File: src/rtl/rfsh_pkg.sv
package rfsh_pkg;
  typedef enum logic [1:0] {
    RF_IDLE = 2'd0,
    RF_REQ  = 2'd1,
    RF_BUSY = 2'd2
  } rf_state_e;
endpackage

File: src/rtl/rfsh_cfg_regs.sv
module rfsh_cfg_regs #(
  parameter int unsigned IVL_W  = 9,
  parameter int unsigned BASE_W = 7
) (
  input  logic              clk_i,
  input  logic              rst_ni,
  input  logic              wr_i,
  input  logic              en_i,
  input  logic [IVL_W-1:0]  ivl_i,
  input  logic [BASE_W-1:0] base_i,
  output logic              en_o,
  output logic [IVL_W-1:0]  ivl_o,
  output logic [BASE_W-1:0] base_o,
  output logic              start_o,
  output logic              kill_o
);
  logic              en_q;
  logic [IVL_W-1:0]  ivl_q;
  logic [BASE_W-1:0] base_q;

  always_ff @(posedge clk_i or negedge rst_ni) begin
    if (!rst_ni) begin
      en_q   <= 1'b0;
      ivl_q  <= '0;
      base_q <= '0;
    end else if (wr_i) begin
      en_q   <= en_i;
      ivl_q  <= ivl_i;
      base_q <= base_i;
    end
  end

  assign en_o    = en_q;
  assign ivl_o   = ivl_q;
  assign base_o  = base_q;
  assign start_o = wr_i & en_i & ~en_q;  // off -> on: reload counter
  assign kill_o  = wr_i & ~en_i;
endmodule

File: src/rtl/rfsh_interval_timer.sv
module rfsh_interval_timer #(
  parameter int unsigned IVL_W = 9
) (
  input  logic             clk_i,
  input  logic             rst_ni,
  input  logic             run_i,
  input  logic             load_i,
  input  logic [IVL_W-1:0] load_val_i,
  input  logic [IVL_W-1:0] reload_val_i,
  output logic             expire_o
);
  logic [IVL_W-1:0] cnt_q;
  logic             at_zero;

  assign at_zero  = (cnt_q == '0);
  assign expire_o = run_i & at_zero & ~load_i;

  always_ff @(posedge clk_i or negedge rst_ni) begin
    if (!rst_ni)         cnt_q <= '0;
    else if (load_i)     cnt_q <= load_val_i;
    else if (run_i) begin
      if (at_zero)       cnt_q <= reload_val_i;
      else               cnt_q <= cnt_q - 1'b1;
    end
  end
endmodule

File: src/rtl/rfsh_req_fsm.sv
module rfsh_req_fsm
  import rfsh_pkg::*;
(
  input  logic clk_i,
  input  logic rst_ni,
  input  logic expire_i,
  input  logic kill_i,
  input  logic gnt_i,
  input  logic done_i,
  output logic req_o,
  output logic row_inc_o
);
  rf_state_e state_q, state_d;
  logic      pend_q, pend_d;

  always_comb begin
    state_d = state_q;
    pend_d  = pend_q;
    unique case (state_q)
      RF_IDLE: if (expire_i && !kill_i) state_d = RF_REQ;
      RF_REQ: begin
        if (kill_i)     state_d = RF_IDLE;
        else if (gnt_i) state_d = RF_BUSY;
      end
      RF_BUSY: begin
        if (done_i) begin
          state_d = ((pend_q || expire_i) && !kill_i) ? RF_REQ : RF_IDLE;
          pend_d  = 1'b0;
        end else if (expire_i) begin
          pend_d  = 1'b1;
        end
      end
      default: state_d = RF_IDLE;
    endcase
    if (kill_i) pend_d = 1'b0;
  end

  always_ff @(posedge clk_i or negedge rst_ni) begin
    if (!rst_ni) begin
      state_q <= RF_IDLE;
      pend_q  <= 1'b0;
    end else begin
      state_q <= state_d;
      pend_q  <= pend_d;
    end
  end

  assign req_o     = (state_q == RF_REQ);
  assign row_inc_o = (state_q == RF_BUSY) & done_i;
endmodule

File: src/rtl/rfsh_row_ctr.sv
module rfsh_row_ctr #(
  parameter int unsigned ROW_W = 12
) (
  input  logic             clk_i,
  input  logic             rst_ni,
  input  logic             inc_i,
  output logic [ROW_W-1:0] row_o
);
  logic [ROW_W-1:0] row_q;

  always_ff @(posedge clk_i or negedge rst_ni) begin
    if (!rst_ni)    row_q <= '0;
    else if (inc_i) row_q <= row_q + 1'b1;  // natural wrap
  end

  assign row_o = row_q;
endmodule

File: src/rtl/rfsh_gen.sv
module rfsh_gen #(
  parameter int unsigned IVL_W  = 9,
  parameter int unsigned ROW_W  = 12,
  parameter int unsigned BASE_W = 7,
  localparam int unsigned ADDR_W = BASE_W + ROW_W + 1
) (
  input  logic              clk_i,
  input  logic              rst_ni,
  input  logic              cfg_wr_i,
  input  logic              cfg_en_i,
  input  logic [IVL_W-1:0]  cfg_interval_i,
  input  logic [BASE_W-1:0] cfg_base_i,
  input  logic              gnt_i,
  input  logic              done_i,
  output logic              req_o,
  output logic [ADDR_W-1:0] addr_o
);
  logic              en_q, start, kill, expire, row_inc;
  logic [IVL_W-1:0]  ivl_q;
  logic [BASE_W-1:0] base_q;
  logic [ROW_W-1:0]  row_q;

  rfsh_cfg_regs #(.IVL_W(IVL_W), .BASE_W(BASE_W)) u_cfg (
    .clk_i   (clk_i),
    .rst_ni  (rst_ni),
    .wr_i    (cfg_wr_i),
    .en_i    (cfg_en_i),
    .ivl_i   (cfg_interval_i),
    .base_i  (cfg_base_i),
    .en_o    (en_q),
    .ivl_o   (ivl_q),
    .base_o  (base_q),
    .start_o (start),
    .kill_o  (kill)
  );

  rfsh_interval_timer #(.IVL_W(IVL_W)) u_tmr (
    .clk_i        (clk_i),
    .rst_ni       (rst_ni),
    .run_i        (en_q),
    .load_i       (start),
    .load_val_i   (cfg_interval_i),
    .reload_val_i (ivl_q),
    .expire_o     (expire)
  );

  rfsh_req_fsm u_fsm (
    .clk_i     (clk_i),
    .rst_ni    (rst_ni),
    .expire_i  (expire),
    .kill_i    (kill),
    .gnt_i     (gnt_i),
    .done_i    (done_i),
    .req_o     (req_o),
    .row_inc_o (row_inc)
  );

  rfsh_row_ctr #(.ROW_W(ROW_W)) u_row (
    .clk_i  (clk_i),
    .rst_ni (rst_ni),
    .inc_i  (row_inc),
    .row_o  (row_q)
  );

  assign addr_o = {base_q, row_q, 1'b0};  // word-aligned refresh access
endmodule

File: config.mk
export PLATFORM = sky130hd
export DESIGN_NAME = rfsh_gen
export DESIGN_NICKNAME = d
export VERILOG_FILES = /design/src/rtl/rfsh_pkg.sv /design/src/rtl/rfsh_cfg_regs.sv /design/src/rtl/rfsh_interval_timer.sv /design/src/rtl/rfsh_req_fsm.sv /design/src/rtl/rfsh_row_ctr.sv /design/src/rtl/rfsh_gen.sv
export SDC_FILE = /design/constraint.sdc
export NUM_CORES = 1
export LEC_CHECK = 0
export ABC_AREA = 1
export BUFFER_PORTS_ARGS = -buffer_cell sky130_fd_sc_hd__buf_2
export CORE_MARGIN = 10
export CORE_UTILIZATION = 49
export CTS_CLUSTER_DIAMETER = 80
export CTS_CLUSTER_SIZE = 25
export DETAILED_ROUTE_END_ITERATION = 8
export PLACE_DENSITY = 0.75
export SLEW_MARGIN = 20
export SYNTH_ARGS = -nofsm -noshare
export SYNTH_HDL_FRONTEND = slang
export SYNTH_SLANG_ARGS = --single-unit
File: constraint.sdc
create_clock -name clk_i -period 1.4 [get_ports clk_i]
set_input_delay 0.21 -clock clk_i [delete_from_list [all_inputs] [get_ports clk_i]]
set_output_delay 0.21 -clock clk_i [all_outputs]
set_load 0.01 [all_outputs]
==> flow_summary.json <==
{
  "drv.max_cap_violation_count": 0,
  "grt_pass1_wl_um": 8560,
  "finish.cell_count_without_fillers": 372,
  "tritoncts_num_sinks": 41,
  "worst_setup_path_endpoint": "u_tmr.cnt_q[1]",
  "final_design_area_no_fill_mm2": 0.00269,
  "synth.distinct_cells": 33,
  "power.net_switching_mw": 1.48,
  "yosysWarningCount": 0,
  "groute.usage.overall_pct": 13.8,
  "maxClockFrequency_mhz": 721,
  "drt_pre_antenna_iters": 4,
  "core.rowCount": 23,
  "timing.reg2reg.worst_path_depth": 9,
  "fillerInstances": 339,
  "run_status": "complete, no violations",
  "hold_viol_final": 0,
  "total_via_count_after_detailed_routing": 1839,
  "initial_core_util_pct": 51.8,
  "vdd_ir_drop_max_mv": 0.661,
  "worstSkewPairLatency_ns": 0.29,
  "drt-total-wl_um": 5030,
  "synth_edf_count": 0,
  "power.clock.fraction_pct": 24.1,
  "finClkSkew_ns": 0.0115,
  "detail_route.iter0.violations": 172,
  "internal_power_mw": 2.63,
  "placeableCoreArea_mm2": 0.00412,
  "finalMaxSlewViolations": 0,
  "placedCellCount": 355,
  "ys_seq_elements": 41,
  "postSynthAreaPerCell_um2": 8.20,
  "clock_path_buffers": 2,
  "place.gp.congestion": 0.863,
  "layout.nets": 345,
  "yosysTopAreaCell": "sky130_fd_sc_hd__dfrtp_1",
  "place_area_mm2": 0.00245,
  "startpoint_of_the_most_critical_setup_path": "u_tmr.cnt_q[0]",
  "placement.setup.worst_slack_ns": -0.0404,
  "cts_inserted_buffers": 5,
  "congestion_overflow_gr": 0,
  "wl_per_cell_um": 13.5,
  "grt_antenna_before_repair": 0,
  "ant_nets_after_route": 0,
  "synth_top_area_share_pct": 48.1,
  "drc": 0,
  "finalSetupViolations": 0,
  "cts.reportedPaths.clkPinSlew_ns": 0.08,
  "share_seq_of_total_power_pct": 38.4,
  "io_pins": 43,
  "synth_commonest_cells": "sky130_fd_sc_hd__nand2_1 (77), sky130_fd_sc_hd__dfrtp_1 (41), sky130_fd_sc_hd__inv_1 (26)",
  "tritoncts_clock_tree": "built",
  "timing.critical_path.cells": "inv_2 > ha_4 > nand2_8 > nor2_8 > nand2_4 > nand2_2 > nand3_2 > nand2_1 > o21ai_1",
  "chipHeight_um": 86.0,
  "critical-path-max-stage-delay_ns": 0.41,
  "setup.worst_path.class": "flip-flop to flip-flop",
  "setup_ws_final_ns": 0.0122,
  "dp_hpwl_um": 3650,
  "clockRootBuffer": "sky130_fd_sc_hd__clkbuf_8",
  "power.static_leakage_nw": 1.47,
  "die_width_um": 86.0,
  "postSynthCellCount": 260,
  "synthTopCellsByArea": "sky130_fd_sc_hd__dfrtp_1 (48%), sky130_fd_sc_hd__nand2_1 (14%), sky130_fd_sc_hd__nand3_1 (4.7%)",
  "buffer_ports.inserted": 41,
  "power.combinational.fraction_pct": 37.5,
  "netSwitchingFraction_pct": 35.9,
  "post_route_cells_drive_above_1_share_pct": 29.2,
  "num_antenna_cells": 0,
  "required_ns": 1.58,
  "critPathLaunchType": "flip-flop",
  "worst_r2r_startpoint": "u_tmr.cnt_q[0]",
  "synthToLayoutAreaGrowth_pct": 25.9,
  "via_count_of_the_first_global_routing_pass": 1876,
  "mappedNetlistArea_mm2": 0.00213,
  "worst_setup_end_kind": "flip-flop",
  "worstPathArrival_ns": 1.57,
  "fin_crit_ns": 1.39,
  "synth_seq_area_share_pct": 48.1,
  "timing.hold.worst.start": "cfg_base_i[0]",
  "worst_path_max_delay_cell": "sky130_fd_sc_hd__dfrtp_1",
  "ctsHtreeMaxLevel": 2,
  "hp-class": "primary input to flip-flop",
  "synth-async-reset-ratio_pct": 100,
  "layout_utilization_pct": 65.3,
  "worst-path-max-fanout": 6,
  "synth_top_flop_cell": "sky130_fd_sc_hd__dfrtp_1",
  "period_share_pct": 99.1,
  "grt_start_max_net_pins": 42,
  "synthesis.nets": 284,
  "powerDensity_mw_per_mm2": 1530,
  "die_area_mm2": 0.00739,
  "yosysMostFrequentCell": "sky130_fd_sc_hd__nand2_1",
  "rsz0062_at_grt": "true",
  "rr_endpoint": "u_tmr.cnt_q[1]",
  "via_to_cell_ratio": 4.94,
  "ff2ff_setup_slack_ns": 0.01
}
[area by class of cell]
| cell class | instances | area [um2] | area share [%] |
|---|---|---|---|
| Clock buffer | 7 | 86.3 | 3.21 |
| Clock inverter | 1 | 30.0 | 1.12 |
| Inverter | 33 | 126 | 4.70 |
| Multi-Input combinational cell | 183 | 1010 | 37.8 |
| Sequential cell | 41 | 1030 | 38.2 |
| Tap cell | 50 | 62.6 | 2.33 |
| Timing Repair Buffer | 57 | 340 | 12.7 |
[cell families after synthesis]
kind of cell	after synthesis	share of synthesized area (%)
fa+ha+maj	2	1.17
buf+inv	38	7.33
compound gates	26	6.69
simple gates	139	31.2
other cells	1	0.176
xor+xnor	13	5.34
flops	41	48.1
[placed cells by master, fill, tap and decap left out]
cell type	instances
sky130_fd_sc_hd__a21oi_1	3
sky130_fd_sc_hd__and2_1	1
sky130_fd_sc_hd__buf_12	1
sky130_fd_sc_hd__buf_2	41
sky130_fd_sc_hd__buf_4	14
sky130_fd_sc_hd__bufinv_16	1
sky130_fd_sc_hd__clkbuf_1	1
sky130_fd_sc_hd__clkbuf_8	6
sky130_fd_sc_hd__clkinv_1	1
sky130_fd_sc_hd__conb_1	1
sky130_fd_sc_hd__dfrtp_1	41
sky130_fd_sc_hd__dlygate4sd3_1	1
sky130_fd_sc_hd__ha_1	1
sky130_fd_sc_hd__ha_4	1
sky130_fd_sc_hd__inv_1	24
sky130_fd_sc_hd__inv_2	7
sky130_fd_sc_hd__inv_4	1
sky130_fd_sc_hd__nand2_1	76
sky130_fd_sc_hd__nand2_2	5
sky130_fd_sc_hd__nand2_4	2
sky130_fd_sc_hd__nand2_8	1
sky130_fd_sc_hd__nand3_1	18
sky130_fd_sc_hd__nand3_2	4
sky130_fd_sc_hd__nand3b_1	1
sky130_fd_sc_hd__nand3b_4	1
sky130_fd_sc_hd__nand4_1	4
sky130_fd_sc_hd__nor2_1	16
sky130_fd_sc_hd__nor2_2	3
sky130_fd_sc_hd__nor2_4	4
sky130_fd_sc_hd__nor2_8	1
sky130_fd_sc_hd__nor3_1	3
sky130_fd_sc_hd__nor3_2	1
sky130_fd_sc_hd__o211ai_1	1
sky130_fd_sc_hd__o21ai_0	14
sky130_fd_sc_hd__o21ai_1	3
sky130_fd_sc_hd__o21bai_1	3
sky130_fd_sc_hd__o22ai_1	2
sky130_fd_sc_hd__xnor2_1	6
sky130_fd_sc_hd__xor2_1	7
[registers in the layout (all words and copies together) (netlist names)]
signal         cells
u_tmr.cnt_q        9
u_row.row_o       12
u_cfg.ivl_o        9
u_fsm.state_q      2
u_fsm.pend_q       1
u_cfg.en_o         1
u_cfg.base_o       7
[layer usage]
metal / track usage [%] / part of all wire, % / vias to the layer above
met4: 4.79 / 0.66 / 0
met3: 3.12 / 4.7 / 7
met5: 0 / 0 / -
met2: 22.5 / 47 / 49
met1: 17.4 / 47 / 847
li1: - / - / 936
[power by group through the flow]
stage	Clock, mW	Combinational, mW	Sequential, mW
after floorplan	0	0.827	1.58
after global placement	0	1.19	1.58
after detailed placement	0	1.23	1.58
after CTS	1.01	1.32	1.56
after global routing	1.06	1.72	1.61
final	0.991	1.54	1.58
[worst max-delay path, delay by kind of cell (launching register included)]
kind / cells / cell delay, ns
buffers and inverters: 1 / 0.09
flip-flops: 1 / 0.41
adder cells (fa/ha/maj): 1 / 0.16
AND/OR/NAND/NOR: 6 / 0.54
AO/OA/AOI/OAI: 1 / 0.07
[how the worst min path moves through the flow]
| stage | endpoint | slack (ns) | cells after the start |
|---|---|---|---|
| 6_report | u_cfg.base_o[0] | 0.12 | 3 |
| 4_1_cts | u_cfg.base_o[0] | 0.11 | 3 |
| 5_1_grt | u_cfg.base_o[3] | 0.12 | 3 |
| 3_3_place_gp | u_cfg.ivl_o[0] | 0.20 | 2 |
| 3_5_place_dp | u_cfg.base_o[4] | 0.20 | 2 |
| 2_1_floorplan | u_cfg.base_o[0] | -0.09 | 0 |
[stage by stage]
| step | hold WS (ns) | power (mW) | setup TNS, ns |
|---|---|---|---|
| after floorplan | -0.0856 | 2.41 | 0 |
| after global placement | 0.199 | 2.77 | 0 |
| after detailed placement | 0.200 | 2.81 | -0.0753 |
| after CTS | 0.111 | 3.89 | 0 |
| after global routing | 0.121 | 4.40 | -0.246 |
| final | 0.119 | 4.11 | 0 |
[what timing repair did]
action,CTS,global route
setup buffers,0,6
setup endpoints to repair,5,6
hold buffers,1,0
endpoints found under the hold margin,41,0
resized for setup,3,9
pin swaps,1,4
cloned,1,1
No activity file was read; power rests on OpenSTA's default activity.
